`config.mk`:
```
export PLATFORM = sky130hd
export DESIGN_NAME = accum_bank_max
export DESIGN_NICKNAME = d
export VERILOG_FILES = /design/src/rtl/accbank_pkg.sv /design/src/rtl/accbank_mem.sv /design/src/rtl/accbank_ctrl.sv /design/src/rtl/accbank_maxtrk.sv /design/src/rtl/accum_bank_max.sv
export SDC_FILE = /design/constraint.sdc
export NUM_CORES = 2
export LEC_CHECK = 0
export ABC_CLOCK_PERIOD_IN_PS = 16300
export BUFFER_PORTS_ARGS = -buffer_cell sky130_fd_sc_hd__buf_2
export CAP_MARGIN = 20
export CORE_MARGIN = 1
export CORE_UTILIZATION = 67
export DETAILED_ROUTE_END_ITERATION = 10
export PLACE_DENSITY = 0.87
export SLEW_MARGIN = 20
export SYNTH_ARGS = -nofsm -noshare
export SYNTH_HDL_FRONTEND = slang
export SYNTH_SLANG_ARGS = --single-unit
```
`constraint.sdc`:
```
create_clock -name clk -period 16.3 [get_ports clk]
set_clock_uncertainty 0.1 [all_clocks]
set_input_delay 0.815 -clock clk [delete_from_list [all_inputs] [get_ports clk]]
set_output_delay 0.815 -clock clk [all_outputs]
set_load 0.05 [all_outputs]
```
`src/rtl/accbank_pkg.sv`:
```
package accbank_pkg;
    typedef enum logic {
        ST_SWEEP = 1'b0,
        ST_SERVE = 1'b1
    } bank_state_t;
endpackage

```
`src/rtl/accbank_mem.sv`:
```
module accbank_mem #(
    parameter int DEPTH     = 49,
    parameter int WIDTH     = 32,
    parameter bit DUAL_PORT = 1'b1,
    localparam int AW       = $clog2(DEPTH)
) (
    input  logic             clk,
    input  logic             rst_n,
    input  logic             rd_en,
    input  logic [AW-1:0]    rd_addr,
    output logic [WIDTH-1:0] rd_data,
    input  logic             wr_en,
    input  logic [AW-1:0]    wr_addr,
    input  logic [WIDTH-1:0] wr_data
);
    logic [WIDTH-1:0] store [DEPTH];

    generate
        if (DUAL_PORT) begin : g_two_port
            // independent read and write ports
            always_ff @(posedge clk) begin
                if (rd_en) rd_data <= store[rd_addr];
                if (wr_en) store[wr_addr] <= wr_data;
            end
        end else begin : g_one_port
            // one shared address: a write wins the cycle
            always_ff @(posedge clk) begin
                if (wr_en)      store[wr_addr] <= wr_data;
                else if (rd_en) rd_data <= store[rd_addr];
            end
            assert_port_share_R2: assert property (@(posedge clk) disable iff (!rst_n)
                !(rd_en && wr_en));
        end
    endgenerate
endmodule

```
`src/rtl/accbank_ctrl.sv`:
```
module accbank_ctrl
    import accbank_pkg::*;
#(
    parameter int N_ENTRIES = 49,
    parameter bit DUAL_PORT = 1'b1,
    localparam int IDX_W    = $clog2(N_ENTRIES)
) (
    input  logic             clk,
    input  logic             rst_n,
    input  logic             clr_req,
    input  logic             wb_busy,
    output logic             ready,
    output logic             sweeping,
    output logic             clear_start,
    output logic [IDX_W-1:0] sweep_addr
);
    localparam logic [IDX_W-1:0] LAST_ADDR = IDX_W'(N_ENTRIES - 1);

    bank_state_t st, st_nx;

    always_ff @(posedge clk) begin
        if (!rst_n) st <= ST_SWEEP;
        else        st <= st_nx;
    end

    always_comb begin
        st_nx = st;
        unique case (st)
            ST_SWEEP: if (sweep_addr == LAST_ADDR) st_nx = ST_SERVE;
            ST_SERVE: if (clr_req)                 st_nx = ST_SWEEP;
        endcase
    end

    always_ff @(posedge clk) begin
        if (!rst_n || st == ST_SERVE) sweep_addr <= '0;
        else if (sweep_addr != LAST_ADDR) sweep_addr <= sweep_addr + 1'b1;
    end

    always_comb begin
        ready       = 1'b0;
        sweeping    = 1'b0;
        clear_start = 1'b0;
        unique case (st)
            ST_SWEEP: sweeping = 1'b1;
            ST_SERVE: begin
                clear_start = clr_req;
                ready       = !clr_req && (DUAL_PORT || !wb_busy);
            end
        endcase
    end

    assert_sweep_begin_R6: assert property (@(posedge clk) disable iff (!rst_n)
        clear_start |=> (st == ST_SWEEP && sweep_addr == '0));
    assert_sweep_end_R6: assert property (@(posedge clk) disable iff (!rst_n)
        (st == ST_SWEEP && sweep_addr == LAST_ADDR) |=> (st == ST_SERVE));
endmodule

```
`src/rtl/accbank_maxtrk.sv`:
```
module accbank_maxtrk #(
    parameter int N_ENTRIES = 49,
    parameter int ACC_W     = 32,
    localparam int IDX_W    = $clog2(N_ENTRIES)
) (
    input  logic             clk,
    input  logic             rst_n,
    input  logic             flush,
    input  logic             wr_en,
    input  logic [IDX_W-1:0] wr_idx,
    input  logic [ACC_W-1:0] wr_sum,
    output logic [ACC_W-1:0] max_value,
    output logic [IDX_W-1:0] max_index
);
    always_ff @(posedge clk) begin
        if (!rst_n || flush) begin
            max_value <= '0;
            max_index <= '0;
        end else if (wr_en && wr_sum > max_value) begin
            max_value <= wr_sum;
            max_index <= wr_idx;
        end
    end

    assert_max_grows_R4: assert property (@(posedge clk) disable iff (!rst_n)
        !flush |=> (max_value >= $past(max_value)));
    assert_flush_zero_R6: assert property (@(posedge clk) disable iff (!rst_n)
        flush |=> (max_value == '0 && max_index == '0));
    assert_tie_keeps_R5: assert property (@(posedge clk) disable iff (!rst_n)
        (!flush && wr_en && wr_sum == max_value) |=> $stable(max_index));
endmodule

```
`src/rtl/accum_bank_max.sv`:
```
module accum_bank_max #(
    parameter int N_ENTRIES = 49,
    parameter int ACC_W     = 32,
    parameter bit DUAL_PORT = 1'b1,
    localparam int IDX_W    = $clog2(N_ENTRIES)
) (
    input  logic             clk,
    input  logic             rst_n,
    input  logic             upd_valid,
    input  logic [IDX_W-1:0] upd_index,
    input  logic [ACC_W-1:0] upd_addend,
    output logic             upd_ready,
    input  logic             clr_req,
    output logic [ACC_W-1:0] max_value,
    output logic [IDX_W-1:0] max_index
);
    localparam logic [IDX_W:0] N_LIM = (IDX_W+1)'(N_ENTRIES);

    logic             sweeping, clear_start;
    logic [IDX_W-1:0] sweep_addr;
    logic             take;
    logic             wb_vld;
    logic [IDX_W-1:0] wb_idx;
    logic [ACC_W-1:0] wb_add;
    logic             lw_vld;
    logic [IDX_W-1:0] lw_idx;
    logic [ACC_W-1:0] lw_sum;
    logic [ACC_W-1:0] rd_word, base, sum;
    logic             mem_we;
    logic [IDX_W-1:0] mem_wa;
    logic [ACC_W-1:0] mem_wd;

    assign take = upd_valid && upd_ready && ({1'b0, upd_index} < N_LIM);

    accbank_ctrl #(.N_ENTRIES(N_ENTRIES), .DUAL_PORT(DUAL_PORT)) u_ctrl (
        .clk(clk), .rst_n(rst_n), .clr_req(clr_req), .wb_busy(wb_vld),
        .ready(upd_ready), .sweeping(sweeping), .clear_start(clear_start),
        .sweep_addr(sweep_addr)
    );

    // stage: read issued at acceptance, write-back one cycle later
    always_ff @(posedge clk) begin
        if (!rst_n) begin
            wb_vld <= 1'b0;
            lw_vld <= 1'b0;
        end else begin
            wb_vld <= take;
            lw_vld <= wb_vld;
        end
        wb_idx <= upd_index;
        wb_add <= upd_addend;
        lw_idx <= wb_idx;
        lw_sum <= sum;
    end

    // forward the previous write when it targets the same entry
    assign base = (lw_vld && lw_idx == wb_idx) ? lw_sum : rd_word;
    assign sum  = base + wb_add;

    always_comb begin
        if (sweeping) begin
            mem_we = 1'b1;
            mem_wa = sweep_addr;
            mem_wd = '0;
        end else begin
            mem_we = wb_vld;
            mem_wa = wb_idx;
            mem_wd = sum;
        end
    end

    accbank_mem #(.DEPTH(N_ENTRIES), .WIDTH(ACC_W), .DUAL_PORT(DUAL_PORT)) u_mem (
        .clk(clk), .rst_n(rst_n), .rd_en(take), .rd_addr(upd_index), .rd_data(rd_word),
        .wr_en(mem_we), .wr_addr(mem_wa), .wr_data(mem_wd)
    );

    accbank_maxtrk #(.N_ENTRIES(N_ENTRIES), .ACC_W(ACC_W)) u_max (
        .clk(clk), .rst_n(rst_n), .flush(clear_start),
        .wr_en(wb_vld && !sweeping), .wr_idx(wb_idx), .wr_sum(sum),
        .max_value(max_value), .max_index(max_index)
    );

    generate
        if (DUAL_PORT) begin : g_rate_dp
            assert_full_rate_R3: assert property (@(posedge clk) disable iff (!rst_n)
                take |=> (upd_ready || clr_req));
        end else begin : g_rate_sp
            assert_half_rate_R2: assert property (@(posedge clk) disable iff (!rst_n)
                take |=> !upd_ready);
        end
    endgenerate
endmodule

```
==> results.rst <==
.. list-table::
   :header-rows: 1

   * - Metric
     - Value
   * - Outcome
     - complete, no violations
   * - Cts bufs inserted
     - 162
   * - Die span in x
     - 318.0 microns
   * - Proportion of layout cells with a drive suffix above 1
     - 30.15%
   * - Initial standard-cell utilization of the core
     - about two thirds
   * - Post-synthesis instance area
     - between 60000 and 70000 sq um
   * - Largest cells by area after synthesis
     - sky130_fd_sc_hd__edfxtp_1, sky130_fd_sc_hd__mux4_2, sky130_fd_sc_hd__dfxtp_1, sky130_fd_sc_hd__ha_1, sky130_fd_sc_hd__mux2_2
   * - Detailed placer's ending HPWL
     - 98830 microns
   * - Standby leakage power
     - 22.87 nW
   * - Critical path startpoint category
     - flip-flop
   * - Worst path arrival time
     - 8.48 ns
   * - Slew margin rel.
     - 18.36%
   * - Number of fill cells
     - 4657
   * - CTS tree
     - done
   * - Global router's overall resource usage
     - between 30 and 40%
   * - Post-DP Area
     - 69530 sq um
   * - Count of boundary I/O pins
     - 81
   * - Number of hold violations in the final report
     - 0
   * - Placer congestion estimate
     - 0.9365
   * - Seq/Total Area, Yosys
     - between 70% and 80%
   * - Yosys top cell area share
     - 71.80%
   * - Distinct cells, synth
     - 59
   * - PostCTS Resize Cnt
     - 0
   * - Most numerous cell in the Yosys netlist
     - sky130_fd_sc_hd__edfxtp_1
   * - Global-route wire length before repair
     - 268600 microns
   * - IO Port Bufs
     - 80
   * - Overflow left after global routing
     - 0
   * - Total negative setup slack
     - 0 ns
   * - Fraction of the cycle the final worst path needs
     - 48.51%
   * - CP Data Required Time
     - 16.87 ns
   * - Drt total wl
     - 191300 microns
   * - Number of global-route vias before repair
     - 35730
   * - Number of vias per cell
     - 7.782
   * - Placeable core region
     - 98710 sq um
   * - Post-Syn Nets
     - roughly 3100
   * - FFs w/ async S/R, synth
     - 0%
   * - Clock latency on the worst-skew pair
     - 0.81 ns
   * - Final cell count without fillers
     - 4659
   * - First-iteration detailed-routing DRC count
     - 7274
   * - Die Y-Extent
     - 318.0 microns
   * - Initial antenna violation count
     - 14
   * - Library cell occupying the most area in the post-synthesis netlist
     - sky130_fd_sc_hd__edfxtp_1
   * - Final layout net count
     - 3342
   * - DR pass1 iterations
     - 6
   * - Most common library cells after synthesis
     - sky130_fd_sc_hd__edfxtp_1, sky130_fd_sc_hd__mux4_2, sky130_fd_sc_hd__dfxtp_1
   * - Number of nets with antenna violations after routing
     - 0
   * - Number of levels the H-tree was split into
     - 4
   * - Clock slew at the register clock pins of the worst setup and hold paths
     - 0.07 ns
   * - Max frequency
     - approximately 130 MHz
   * - Post-CTS Hold Fix Bufs
     - 0
   * - Die ar.
     - slightly above 100000 sq um
   * - Final-report setup violation count
     - 0
   * - Overall via count from detail_route
     - 36260
   * - Post-DR wirelength/cell
     - 41.06 microns
   * - Cell count after placement
     - 4355
   * - Yosys reg bits
     - 1723
   * - Pin count of the biggest net entering global routing
     - 162
   * - Number of flops mapped to enable cells by yosys
     - 1600
   * - Pin slew with the least headroom to its limit
     - 1.225 ns
   * - Unrepaired setup endpoints after global routing
     - false
   * - Leading register cell type out of synthesis
     - sky130_fd_sc_hd__edfxtp_1
   * - Avg Cell Area, Syn
     - 22.09 sq um
   * - Root buffer cell
     - sky130_fd_sc_hd__clkbuf_16
   * - Max capacitance violation total
     - 0
   * - Final design area excluding fillers
     - 74620 sq um
   * - Number of placement rows
     - 115
   * - CP Max Fanout
     - 32
   * - Final critical path time including I/O delays and setup
     - about 8 ns
   * - Growth of design area from synthesis to finish
     - 11.51%
   * - Post-route DRC
     - 0
   * - Buffer levels on the longest clock path
     - 3
   * - Hold Path Class
     - input port to flip-flop
   * - Synthesis Warnings
     - 0
   * - Count of mapped cells out of synthesis
     - 3030
   * - Peak supply drop
     - approximately 0.00011 V
   * - Pwr dens
     - ~120 nW/um^2
   * - Total setup buffers inserted after CTS
     - 0
   * - Max Transition Viols Final
     - 0
   * - Crit path kind
     - flip-flop to flip-flop
   * - Number of clock sinks
     - 1723
   * - Kind of end point of the critical path
     - flip-flop
==> worst max-delay path, cell delays in order, from the launching register on <==
cell and delay, ns:
sky130_fd_sc_hd__dfxtp_1 0.60, sky130_fd_sc_hd__xnor2_1 0.20, sky130_fd_sc_hd__nand4_1 0.19, sky130_fd_sc_hd__nor4_2 0.16
sky130_fd_sc_hd__buf_4 0.47, sky130_fd_sc_hd__mux2_2 0.39, sky130_fd_sc_hd__ha_1 0.23, sky130_fd_sc_hd__fa_1 0.44
sky130_fd_sc_hd__a21o_1 0.21, sky130_fd_sc_hd__a221o_1 0.38, sky130_fd_sc_hd__o21ai_1 0.42, sky130_fd_sc_hd__o22ai_1 0.30
sky130_fd_sc_hd__o31ai_1 0.44, sky130_fd_sc_hd__xnor2_1 0.25, sky130_fd_sc_hd__ha_1 0.34, sky130_fd_sc_hd__and4_1 0.23
sky130_fd_sc_hd__nand4_1 0.14, sky130_fd_sc_hd__nor2_1 0.08, sky130_fd_sc_hd__nand2_1 0.06, sky130_fd_sc_hd__nand3_1 0.69
sky130_fd_sc_hd__nor2_4 0.64, sky130_fd_sc_hd__buf_12 0.26, sky130_fd_sc_hd__mux2i_1 0.36, sky130_fd_sc_hd__nor2_1 0.12
==> layer usage <==
metal	vias to the layer above	wire length, microns	track usage [%]
li1	13100	-	-
met1	18330	62560	52.21
met2	3913	89030	58.97
met3	902	27720	10.25
met4	12	11850	18.92
met5	-	149	0.09456
==> layout make-up <==
cell class | count | area, sq um | share of cell area [%]
inverter | 45 | 168.9 | 0.2264
timing repair buffer | 190 | 1324 | 1.774
antenna | 6 | 15.01 | 0.02012
tap | 1287 | 1610 | 2.158
multi-input combinational | 1112 | 15970 | 21.40
clock buffer | 205 | 4255 | 5.702
sequential | 1723 | 50510 | 67.68
clock inverter | 91 | 772.0 | 1.035
==> layout by cell type (no fill, tap or decap), drive strengths merged, types with 3 or more instances in the layout <==
master	netlist	final
o211ai	7	7
buf	55	189
clkbuf	95	206
nand4	10	10
a211oi	4	4
mux2i	11	11
mux4	512	512
nand3b	4	4
diode	0	6
nor3	12	12
inv	44	50
xnor2	25	25
nor2	82	82
dfxtp	123	123
nand2	75	75
and3	4	4
clkinvlp	0	3
bufinv	0	7
a31oi	10	10
nand3	13	13
ha	65	65
nor2b	5	5
o31ai	8	8
edfxtp	1600	1600
a21oi	70	70
o2bb2ai	3	3
a221o	3	3
clkinv	1	76
nand2b	4	4
mux2	32	32
and2	34	34
or3	4	4
and4	3	3
xor2	15	15
o21ai	54	54
a21o	19	19
==> kinds of logic (layout without fill, tap and decap cells) <==
kind of cell | after synthesis | in the layout | synth area share [%]
compound gates | 195 | 195 | 1.754
xor+xnor | 40 | 40 | 0.5235
fa+ha+maj | 66 | 66 | 1.245
buf+inv | 195 | 531 | 1.281
flops | 1723 | 1723 | 75.48
mux | 555 | 555 | 17.93
other cells | 0 | 6 | 0
simple gates | 256 | 256 | 1.787
==> final timing paths <==
check,endpoint,depth (start not counted),slack (ns),from
setup / recovery,u_max.max_index[0],23,8.39,wb_idx[5]
hold / removal,wb_add[4],1,0.04,upd_addend[4]
setup reg to reg,u_max.max_index[0],23,8.39,wb_idx[5]
hold reg to reg,lw_idx[0],0,0.33,wb_idx[0]
==> state kept, by name (all words and copies together), names as in the netlist, 32 cells and up <==
| name | flops |
|---|---|
| wb_add | 32 |
| u_mem.store | 1568 |
| u_mem.rd_data | 32 |
| lw_sum | 32 |
| u_max.max_value | 32 |
==> power breakdown <==
group	switching, mW	internal, mW	leakage, nW
Sequential	0.0229	4.81	14.8
Combinational	0.255	0.186	5.64
Clock	1.72	1.98	2.46
Total	2.00	6.97	22.9
==> stage by stage <==
stage          total power, mW  worst slack (ns)  hold WS (ns)  utilization, %
6_report                 8.968             8.392       0.04115           75.60
5_1_grt                  9.134             8.240       0.03260           75.59
4_1_cts                  8.961             8.599       0.01161           75.53
3_5_place_dp             5.332             8.888        0.3155           70.44
3_3_place_gp             5.308             9.177        0.2916           70.44
2_1_floorplan            5.191             10.56        0.2814               -
Power figures use the tool's default switching activity.
